**src/rtl/intr_steer_pkg.sv**
```systemverilog
package intr_steer_pkg;

    localparam int SRC_W     = 32;
    localparam int GPIO_W    = 28;
    localparam int ADDR_W    = 5;
    localparam int ALARM_BIT = SRC_W - 1;

    typedef enum logic [ADDR_W-1:0] {
        OFS_IRQ_PEND = 5'h00,
        OFS_MASK     = 5'h04,
        OFS_ROUTE    = 5'h08,
        OFS_CTRL     = 5'h0C,
        OFS_FIQ_PEND = 5'h10,
        OFS_WAKE     = 5'h14
    } reg_ofs_e;

    typedef struct packed {
        logic [SRC_W-1:0] mask;
        logic [SRC_W-1:0] route;
        logic [SRC_W-1:0] wake;
        logic             idle_strict;
    } cfg_t;

    typedef struct packed {
        logic [SRC_W-1:0] irq;
        logic [SRC_W-1:0] fiq;
    } pend_t;

    // Bits of the wake-enable register that hold storage.
    function automatic logic [SRC_W-1:0] wake_keep();
        logic [SRC_W-1:0] k;
        k = '0;
        for (int i = 0; i < GPIO_W; i++) k[i] = 1'b1;
        k[ALARM_BIT] = 1'b1;
        return k;
    endfunction

endpackage

```
**src/rtl/intr_regfile.sv**
```systemverilog
module intr_regfile
    import intr_steer_pkg::*;
(
    input  logic              clk,
    input  logic              rst,
    input  logic [ADDR_W-1:0] addr,
    input  logic              we,
    input  logic [SRC_W-1:0]  wdata,
    input  pend_t             pend,
    output cfg_t              cfg,
    output logic [SRC_W-1:0]  rdata
);
    localparam logic [SRC_W-1:0] KEEP = wake_keep();

    cfg_t cfg_q;

    always_ff @(posedge clk) begin
        if (rst) begin
            cfg_q <= '0;
        end else if (we) begin
            case (reg_ofs_e'(addr))
                OFS_MASK:  cfg_q.mask        <= wdata;
                OFS_ROUTE: cfg_q.route       <= wdata;
                OFS_CTRL:  cfg_q.idle_strict <= wdata[0];
                OFS_WAKE:  cfg_q.wake        <= wdata & KEEP;
                default:   ;
            endcase
        end
    end

    always_comb begin
        rdata = '0;
        case (reg_ofs_e'(addr))
            OFS_IRQ_PEND: rdata = pend.irq;
            OFS_MASK:     rdata = cfg_q.mask;
            OFS_ROUTE:    rdata = cfg_q.route;
            OFS_CTRL:     rdata = {{(SRC_W-1){1'b0}}, cfg_q.idle_strict};
            OFS_FIQ_PEND: rdata = pend.fiq;
            OFS_WAKE:     rdata = cfg_q.wake;
            default:      rdata = '0;
        endcase
    end

    assign cfg = cfg_q;
endmodule

```
**src/rtl/intr_router.sv**
```systemverilog
module intr_router
    import intr_steer_pkg::*;
(
    input  logic             clk,
    input  logic             rst,
    input  logic [SRC_W-1:0] src,
    input  cfg_t             cfg,
    output pend_t            pend,
    output logic             irq_q,
    output logic             fiq_q
);
    logic [SRC_W-1:0] irq_v;
    logic [SRC_W-1:0] fiq_v;

    for (genvar g = 0; g < SRC_W; g++) begin : g_lane
        logic live;
        assign live     = src[g] & cfg.mask[g];
        assign irq_v[g] = live & ~cfg.route[g];
        assign fiq_v[g] = live &  cfg.route[g];
    end

    assign pend.irq = irq_v;
    assign pend.fiq = fiq_v;

    always_ff @(posedge clk) begin
        if (rst) begin
            irq_q <= 1'b0;
            fiq_q <= 1'b0;
        end else begin
            irq_q <= |irq_v;
            fiq_q <= |fiq_v;
        end
    end
endmodule

```
**src/rtl/intr_wake.sv**
```systemverilog
module intr_wake
    import intr_steer_pkg::*;
(
    input  logic              clk,
    input  logic              rst,
    input  logic [SRC_W-1:0]  src,
    input  logic [GPIO_W-1:0] gpio,
    input  logic              alarm,
    input  cfg_t              cfg,
    output logic              idle_q,
    output logic              wake_q
);
    logic [SRC_W-1:0] wake_src;
    logic             idle_d;

    always_comb begin
        wake_src             = '0;
        wake_src[GPIO_W-1:0] = gpio;
        wake_src[ALARM_BIT]  = alarm;
    end

    always_comb begin
        if (cfg.idle_strict) idle_d = |(src & cfg.mask);
        else                 idle_d = |src;
    end

    always_ff @(posedge clk) begin
        if (rst) begin
            idle_q <= 1'b0;
            wake_q <= 1'b0;
        end else begin
            idle_q <= idle_d;
            wake_q <= |(wake_src & cfg.wake);
        end
    end
endmodule

```
**src/rtl/intr_steer_ctrl.sv**
```systemverilog
module intr_steer_ctrl
    import intr_steer_pkg::*;
(
    input  logic              clk,
    input  logic              rst,
    input  logic [ADDR_W-1:0] bus_addr,
    input  logic              bus_we,
    input  logic [SRC_W-1:0]  bus_wdata,
    output logic [SRC_W-1:0]  bus_rdata,
    input  logic [SRC_W-1:0]  src_in,
    input  logic [GPIO_W-1:0] gpio_lvl,
    input  logic              alarm_in,
    output logic              irq_out,
    output logic              fiq_out,
    output logic              idle_exit,
    output logic              wake_out
);
    cfg_t  cfg;
    pend_t pend;

    intr_regfile u_regs (
        .clk   (clk),
        .rst   (rst),
        .addr  (bus_addr),
        .we    (bus_we),
        .wdata (bus_wdata),
        .pend  (pend),
        .cfg   (cfg),
        .rdata (bus_rdata)
    );

    intr_router u_route (
        .clk   (clk),
        .rst   (rst),
        .src   (src_in),
        .cfg   (cfg),
        .pend  (pend),
        .irq_q (irq_out),
        .fiq_q (fiq_out)
    );

    intr_wake u_wake (
        .clk    (clk),
        .rst    (rst),
        .src    (src_in),
        .gpio   (gpio_lvl),
        .alarm  (alarm_in),
        .cfg    (cfg),
        .idle_q (idle_exit),
        .wake_q (wake_out)
    );
endmodule

```
**config.mk**
```make
export PLATFORM = sky130hd
export DESIGN_NAME = intr_steer_ctrl
export DESIGN_NICKNAME = d
export VERILOG_FILES = /design/src/rtl/intr_steer_pkg.sv /design/src/rtl/intr_regfile.sv /design/src/rtl/intr_router.sv /design/src/rtl/intr_wake.sv /design/src/rtl/intr_steer_ctrl.sv
export SDC_FILE = /design/constraint.sdc
export NUM_CORES = 1
export LEC_CHECK = 0
export BUFFER_PORTS_ARGS = -buffer_cell sky130_fd_sc_hd__buf_2
export CORE_MARGIN = 5
export CORE_UTILIZATION = 40
export DETAILED_ROUTE_END_ITERATION = 8
export GPL_TIMING_DRIVEN = 1
export PLACE_DENSITY = 0.69
export SETUP_SLACK_MARGIN = 0.5
export SLEW_MARGIN = 20
export SYNTH_ARGS = -nofsm -noshare
export SYNTH_HDL_FRONTEND = slang
export SYNTH_SLANG_ARGS = --single-unit
export TNS_END_PERCENT = 50
```
**constraint.sdc**
```tcl
create_clock -name clk -period 2.8 [get_ports clk]
set_input_delay 0.28 -clock clk [delete_from_list [all_inputs] [get_ports clk]]
set_output_delay 0.28 -clock clk [all_outputs]
set_load 0.01 [all_outputs]
```
==> impl_metrics.ini, run 1 <==
[timing]
min_period_over_period_pct = 78.4
hold_violations = 0
setup_violations = 0
rsz0062_at_grt = no
period_needed_ns = 2.19
drv_slew = 0
slew_headroom_pct = 46.4
finalSetupTns_ns = 0
max_slew.worst_pin.slew_ns = 0.804
finalClockSkew_ns = 0.00977
fmax_mhz = 456

[detailed_routing]
drtAntennaViolNets = 0
drc = 0
drtIter0Drc = 969
totalWireLength_mm = 23.3
avgViaCountPerCell = 6.13
routedWlPerCell_um = 21.6
num_vias = 6605
drt_pass1_iterations = 6

[global_routing]
grt_pass1_wl_mm = 34.9
grt_usage_pct = 27.7
antenna_found_initial = 2
grt_pass1_vias = 5908
overflow = 0
grt_max_degree = 59

[yosys]
ys_warn_count = 0
ys_types = 37
synth.avg_cell_area_um2 = 7.12
synth_seq_area_share_pct = 35.0
synth-seq-cells = 98
syn-num-nets = 888
async_flop_share_pct = 0
synth_cells = 787
synth_enable_flop_cells = 0
ys.flop_type = dfxtp_1
synth_area_um2 = 5600

[placed_design]
hpwl_mm = 17.1
gp_congestion = 1.03
io_buffers = 136
placement.cell_area_um2 = 6350

[critical_path]
cp_max_fo = 58
cp-end-kind = primary output
start_kind = input port
critPathArrivalTime_ns = 1.91
critical_path_class = input port to primary output
crit_required_ns = 2.52

[clocking]
cts_tree = done
clk_pin_slew_worst_paths_ns = 0.07
clk_latency_ns = 0.36
cts_sinks = 98
postCtsSetupBuffers = 0
cts-root-buf = clkbuf_16
numCtsBuffers = 9
cts_resized = 1
cts.path.max_buffers = 2
cts_htree_levels = 3
ctsHoldBuffers = 0

[finish]
stdcell_area_um2 = 6700
final_layout_size_suffix_gt1_share_pct = 22.3
finalNetCount = 992
area_delta_synth_final_pct = 19.6
fillers = 1423

[power]
p_sw_share_pct = 24.3
p_sw_w = 0.000768
pwr-share-clk_pct = 46.0
peakVddDrop_v = 0.000290
seq_power_share_pct = 44.9
leakage_nw = 2.44
finalPower_w = 0.00316
power_density_nw_per_um2 = 472
internal_power_w = 0.00239
comb_power_share_pct = 9.1

[run]
cap_violations = 0

[die]
fp.dieH_um = 128
start_util_pct = 40.5
dieArea_um2 = 16500
rows = 43
ios = 137
core_um2 = 13800
die_w_um = 128

[min_path]
hp-class = input port to register

[status]
outcome = finished, final reports clean
[per-stage QoR]
stage                     hold WS, ns  util [%]  setup WS (ns)  instances
after detailed placement        0.467      45.9          0.365       1060
final                           0.175      48.4          0.606       1078
after global placement          0.461      45.9          0.417       1060
after global routing            0.182      48.4          0.552       1076
after floorplan                 0.416         -           1.01        787
after CTS                       0.172      48.4          0.582       1075
[synth_stat cells (2+ instances only)]
cell | instances | share of area (%)
a21oi_1 | 94 | 8.4
a221oi_1 | 3 | 0.47
a22o_1 | 5 | 0.78
a22oi_1 | 8 | 1.1
a41oi_1 | 2 | 0.31
and3_1 | 4 | 0.45
buf_1 | 2 | 0.13
buf_2 | 13 | 1.2
buf_6 | 8 | 1.6
clkbuf_1 | 34 | 2.3
clkbuf_2 | 2 | 0.18
dfxtp_1 | 98 | 35
inv_1 | 4 | 0.27
nand2_1 | 224 | 15
nand3_1 | 94 | 8.4
nand3b_1 | 6 | 0.80
nand4_1 | 20 | 2.2
nor2_1 | 4 | 0.27
nor2b_1 | 29 | 3.2
nor3_1 | 4 | 0.36
nor3_2 | 28 | 5.0
nor4_1 | 13 | 1.5
o2111ai_1 | 31 | 4.8
o21ai_0 | 2 | 0.18
o21ai_1 | 30 | 2.7
o22ai_1 | 12 | 1.3
xnor2_1 | 3 | 0.47
[state kept, by name, indices dropped and copies added (netlist names)]
signal         cells
u_wake.idle_q      1
u_route.irq_q      1
u_route.fiq_q      1
u_wake.wake_q      1
u_regs.cfg        94
[layout make-up]
cell class / instances / area [um^2] / share of cell area [%]
Antenna cell: 3 / 7.51 / 0.112
Clock inverter: 5 / 103 / 1.53
Timing Repair Buffer: 153 / 821 / 12.3
Inverter: 4 / 15.0 / 0.224
Multi-Input combinational cell: 625 / 3330 / 49.7
Sequential cell: 98 / 1960 / 29.3
Clock buffer: 10 / 239 / 3.57
Tap cell: 180 / 225 / 3.36
[cells by family after synthesis]
| group | Yosys count | share of synthesized area, % |
|---|---|---|
| xor+xnor | 3 | 0.469 |
| simple gates | 431 | 38.0 |
| buf+inv | 64 | 5.76 |
| mux | 1 | 0.179 |
| flops | 98 | 35.0 |
| compound gates | 190 | 20.5 |
[per-layer routing]
| metal | up-vias | routed length, um | track usage (%) |
|---|---|---|---|
| met2 | 430 | 10600 | 43.5 |
| met3 | 61 | 2570 | 6.88 |
| met1 | 3070 | 9320 | 36.7 |
| met5 | - | 7 | 0 |
| met4 | 2 | 765 | 10.8 |
| li1 | 3042 | - | - |
[cell usage in the layout, fill, tap and decap left out, types with 20 or more instances in the layout]
cell type,instances
nor2b_1,29
o21ai_1,30
o2111ai_1,31
nand2_1,224
nand4_1,20
nor3_2,27
nand3_1,94
dfxtp_1,98
a21oi_1,94
buf_2,136
[power groups by stage]
stage / combinational (W) / sequential [W] / clock (W)
global placement: 0.000278 / 0.00145 / 0
detailed placement: 0.000279 / 0.00145 / 0
CTS: 0.000280 / 0.00142 / 0.00145
finish: 0.000288 / 0.00142 / 0.00145
global route: 0.000305 / 0.00142 / 0.00152
floorplan: 0.000124 / 0.00145 / 0
[final timing paths]
path | start | endpoint | slack, ns | cells past startpoint
min | bus_wdata[28] | u_regs.cfg[61]$_SDFFE_PP0P_ | 0.18 | 3
max | bus_addr[2] | bus_rdata[7] | 0.61 | 8
max reg2reg | u_regs.cfg[0]$_SDFFE_PP0P_ | u_wake.idle_q$_SDFF_PP0_ | 1.38 | 4
min reg2reg | u_regs.cfg[19]$_SDFFE_PP0P_ | u_regs.cfg[19]$_SDFFE_PP0P_ | 0.48 | 2
[worst max-delay path, stage by stage]
cell     delay (ns)
buf_2          0.09
buf_4          0.36
and2b_1        0.25
and3_2         0.22
buf_12         0.24
nand2_1        0.11
nand3_1        0.14
buf_2          0.16
Note: power is estimated with default switching activity, not from simulation.
==> run 2: changes to the inputs <==
clock period = 2.2 ns   (was 2.8 ns; I/O delays follow)
==> run 2 against run 1 <==
Net effect: critical path depth fell by 1; wire length rose by 1.1%; final area rose by 2.2%; sequential cell count did not move; clock skew fell by 0.00066 ns; count of clock-buffer cells in the layout rose by 1; clock power rose by 6%; die area did not move; sequential power rose by 27%; critical path type unchanged.
==> impl_metrics.ini, run 2 (synthesis gave the netlist of run 1 again) <==
[die]
dieArea_um2 = 16500
ios = 137
die_w_um = 128
core_um2 = 13800
rows = 43
start_util_pct = 40.5
fp.dieH_um = 128

[min_path]
hold_end = u_regs.cfg[95]$_SDFFE_PP0P_
min_from = bus_wdata[30]
holdPathStages = 3
hp-class = input port to register

[clocking]
cts_tree = done
clk_latency_ns = 0.36
cts.path.max_buffers = 2
cts_sinks = 98
ctsHoldBuffers = 0
cts-root-buf = clkbuf_16
cts_htree_levels = 3
numCtsBuffers = 9
clk_pin_slew_worst_paths_ns = 0.07

[timing]
slew_headroom_pct = 51.6
min_period_over_period_pct = 84.5
finalClockSkew_ns = 0.00911
finalSetupTns_ns = 0
setup_violations = 0
hold_violations = 0
max_slew.worst_pin.slew_ns = 0.726
period_needed_ns = 1.86
drv_slew = 0
fmax_mhz = 538
rsz0062_at_grt = yes

[power]
p_sw_share_pct = 27.4
internal_power_w = 0.00271
seq_power_share_pct = 48.4
peakVddDrop_v = 0.000301
power_density_nw_per_um2 = 545
leakage_nw = 2.52
p_sw_w = 0.00102
pwr-share-clk_pct = 40.9
comb_power_share_pct = 10.7

[global_routing]
met3_usage_pct = 7.12
grt_usage_pct = 28.1
antenna_found_initial = 0
grt_pass1_vias = 6010
grt_pass1_wl_mm = 35.3
grt.busiest_layer = met2
gr-usage-met2_pct = 43.4
grt_max_degree = 37
grt_use_met1_pct = 37.4
overflow = 0

[detailed_routing]
drt_pass1_iterations = 5
drc = 0
drtAntennaViolNets = 0
drtIter0Drc = 871
totalWireLength_mm = 23.5
num_vias = 6587
routedWlPerCell_um = 21.6
avgViaCountPerCell = 6.05

[finish]
finalNetCount = 1003
fin_util_pct = 49.5
final_layout_size_suffix_gt1_share_pct = 23.2
area_delta_synth_final_pct = 22.2
largest_reg_flops = 94
final_cell_mix = 224 x nand2_1, 134 x buf_2, 98 x dfxtp_1
stdcell_area_um2 = 6840
layout_commonest_cell = nand2_1

[critical_path]
r2r_slack_ns = 0.81
crit_required_ns = 1.98
r2r_end = u_wake.idle_q$_SDFF_PP0_
critPathSlowestCell = or4_4
worstReg2RegStart = u_regs.cfg[0]$_SDFFE_PP0P_
cp_max_fo = 9
critPathArrivalTime_ns = 1.64
cp-end-kind = primary output
path_cells = buf_8, or4_4, buf_12, nor3_1, o21ai_0, nand3_1, buf_2
start_kind = input port
critical_path_class = input port to primary output
reg2reg_depth = 4
cp_slowest_stage_delay_ns = 0.61

[run]
cap_violations = 0

[placed_design]
io_buffers = 136
hpwl_mm = 17.4
gp_congestion = 0.967
placement.cell_area_um2 = 6480

[status]
outcome = finished, final reports clean
run 2: changes by cell type in the layout (fill, tap and decap cells not counted), moves of 2 or more:
cell	previous run	this run
buf_2	136	134
clkbuf_1	0	2
nor3_4	1	4
nor3_2	27	24
buf_12	1	7
buf_6	0	2
diode_2	3	1
clkinv_4	0	3
bufinv_16	3	0
buf_4	16	19
run 2: worst max path at each step:
stage | from | endpoint | slack [ns] | cells after the start
6_report | bus_addr[3] | bus_rdata[18] | 0.34 | 7
5_1_grt | bus_addr[3] | bus_rdata[19] | 0.30 | 7
4_1_cts | bus_addr[3] | bus_rdata[19] | 0.35 | 7
3_5_place_dp | bus_addr[2] | bus_rdata[0] | 0.19 | 7
3_3_place_gp | bus_addr[2] | bus_rdata[25] | 0.21 | 7
2_1_floorplan | bus_addr[2] | bus_rdata[11] | 0.53 | 7
run 2: layout make-up:
class,instances,area (um^2)
Timing Repair Buffer,164,1020
Clock inverter,5,40.0
Fill cell,1408,6980
Multi-Input combinational cell,625,3350
Tap cell,180,225
Inverter,4,15.0
Clock buffer,11,233
Antenna cell,1,2.50
Sequential cell,98,1960
run 2: power by group through the flow:
| stage | sequential (W) | clock [W] | combinational, W |
|---|---|---|---|
| 3_3_place_gp | 0.00185 | 0 | 0.000373 |
| 5_1_grt | 0.00181 | 0.00160 | 0.000420 |
| 2_1_floorplan | 0.00184 | 0 | 0.000158 |
| 6_report | 0.00181 | 0.00153 | 0.000397 |
| 3_5_place_dp | 0.00185 | 0 | 0.000374 |
| 4_1_cts | 0.00181 | 0.00153 | 0.000379 |
run 2: worst max-delay path: cells and delay by family:
kind	cells	cell delay (ns)
AND/OR/NAND/NOR	3	0.87
AO/OA/AOI/OAI	1	0.12
buffers and inverters	3	0.42
run 2: timing repair:
action	in CTS	in global routing
gates cloned	0	1
gates resized for setup	1	10
setup buffers	1	0
endpoints found under the hold margin	0	0
endpoints found under the setup margin	32	32
pin swaps	1	1
run 2: metal layers:
metal  vias up  part of all wire [%]
met1      3071                    41
met3        64                    11
met2       392                    45
met5         -                     0
li1       3060                     -
met4         0                   3.2
run 2: per-stage QoR:
| step | worst slack (ns) | total power [W] | cells | hold WS [ns] |
|---|---|---|---|---|
| finish | 0.341 | 0.00373 | 1088 | 0.106 |
| global route | 0.300 | 0.00383 | 1087 | 0.115 |
| floorplan | 0.530 | 0.00200 | 787 | 0.356 |
| CTS | 0.353 | 0.00372 | 1086 | 0.0980 |
| global placement | 0.208 | 0.00222 | 1069 | 0.463 |
| detailed placement | 0.190 | 0.00222 | 1069 | 0.466 |
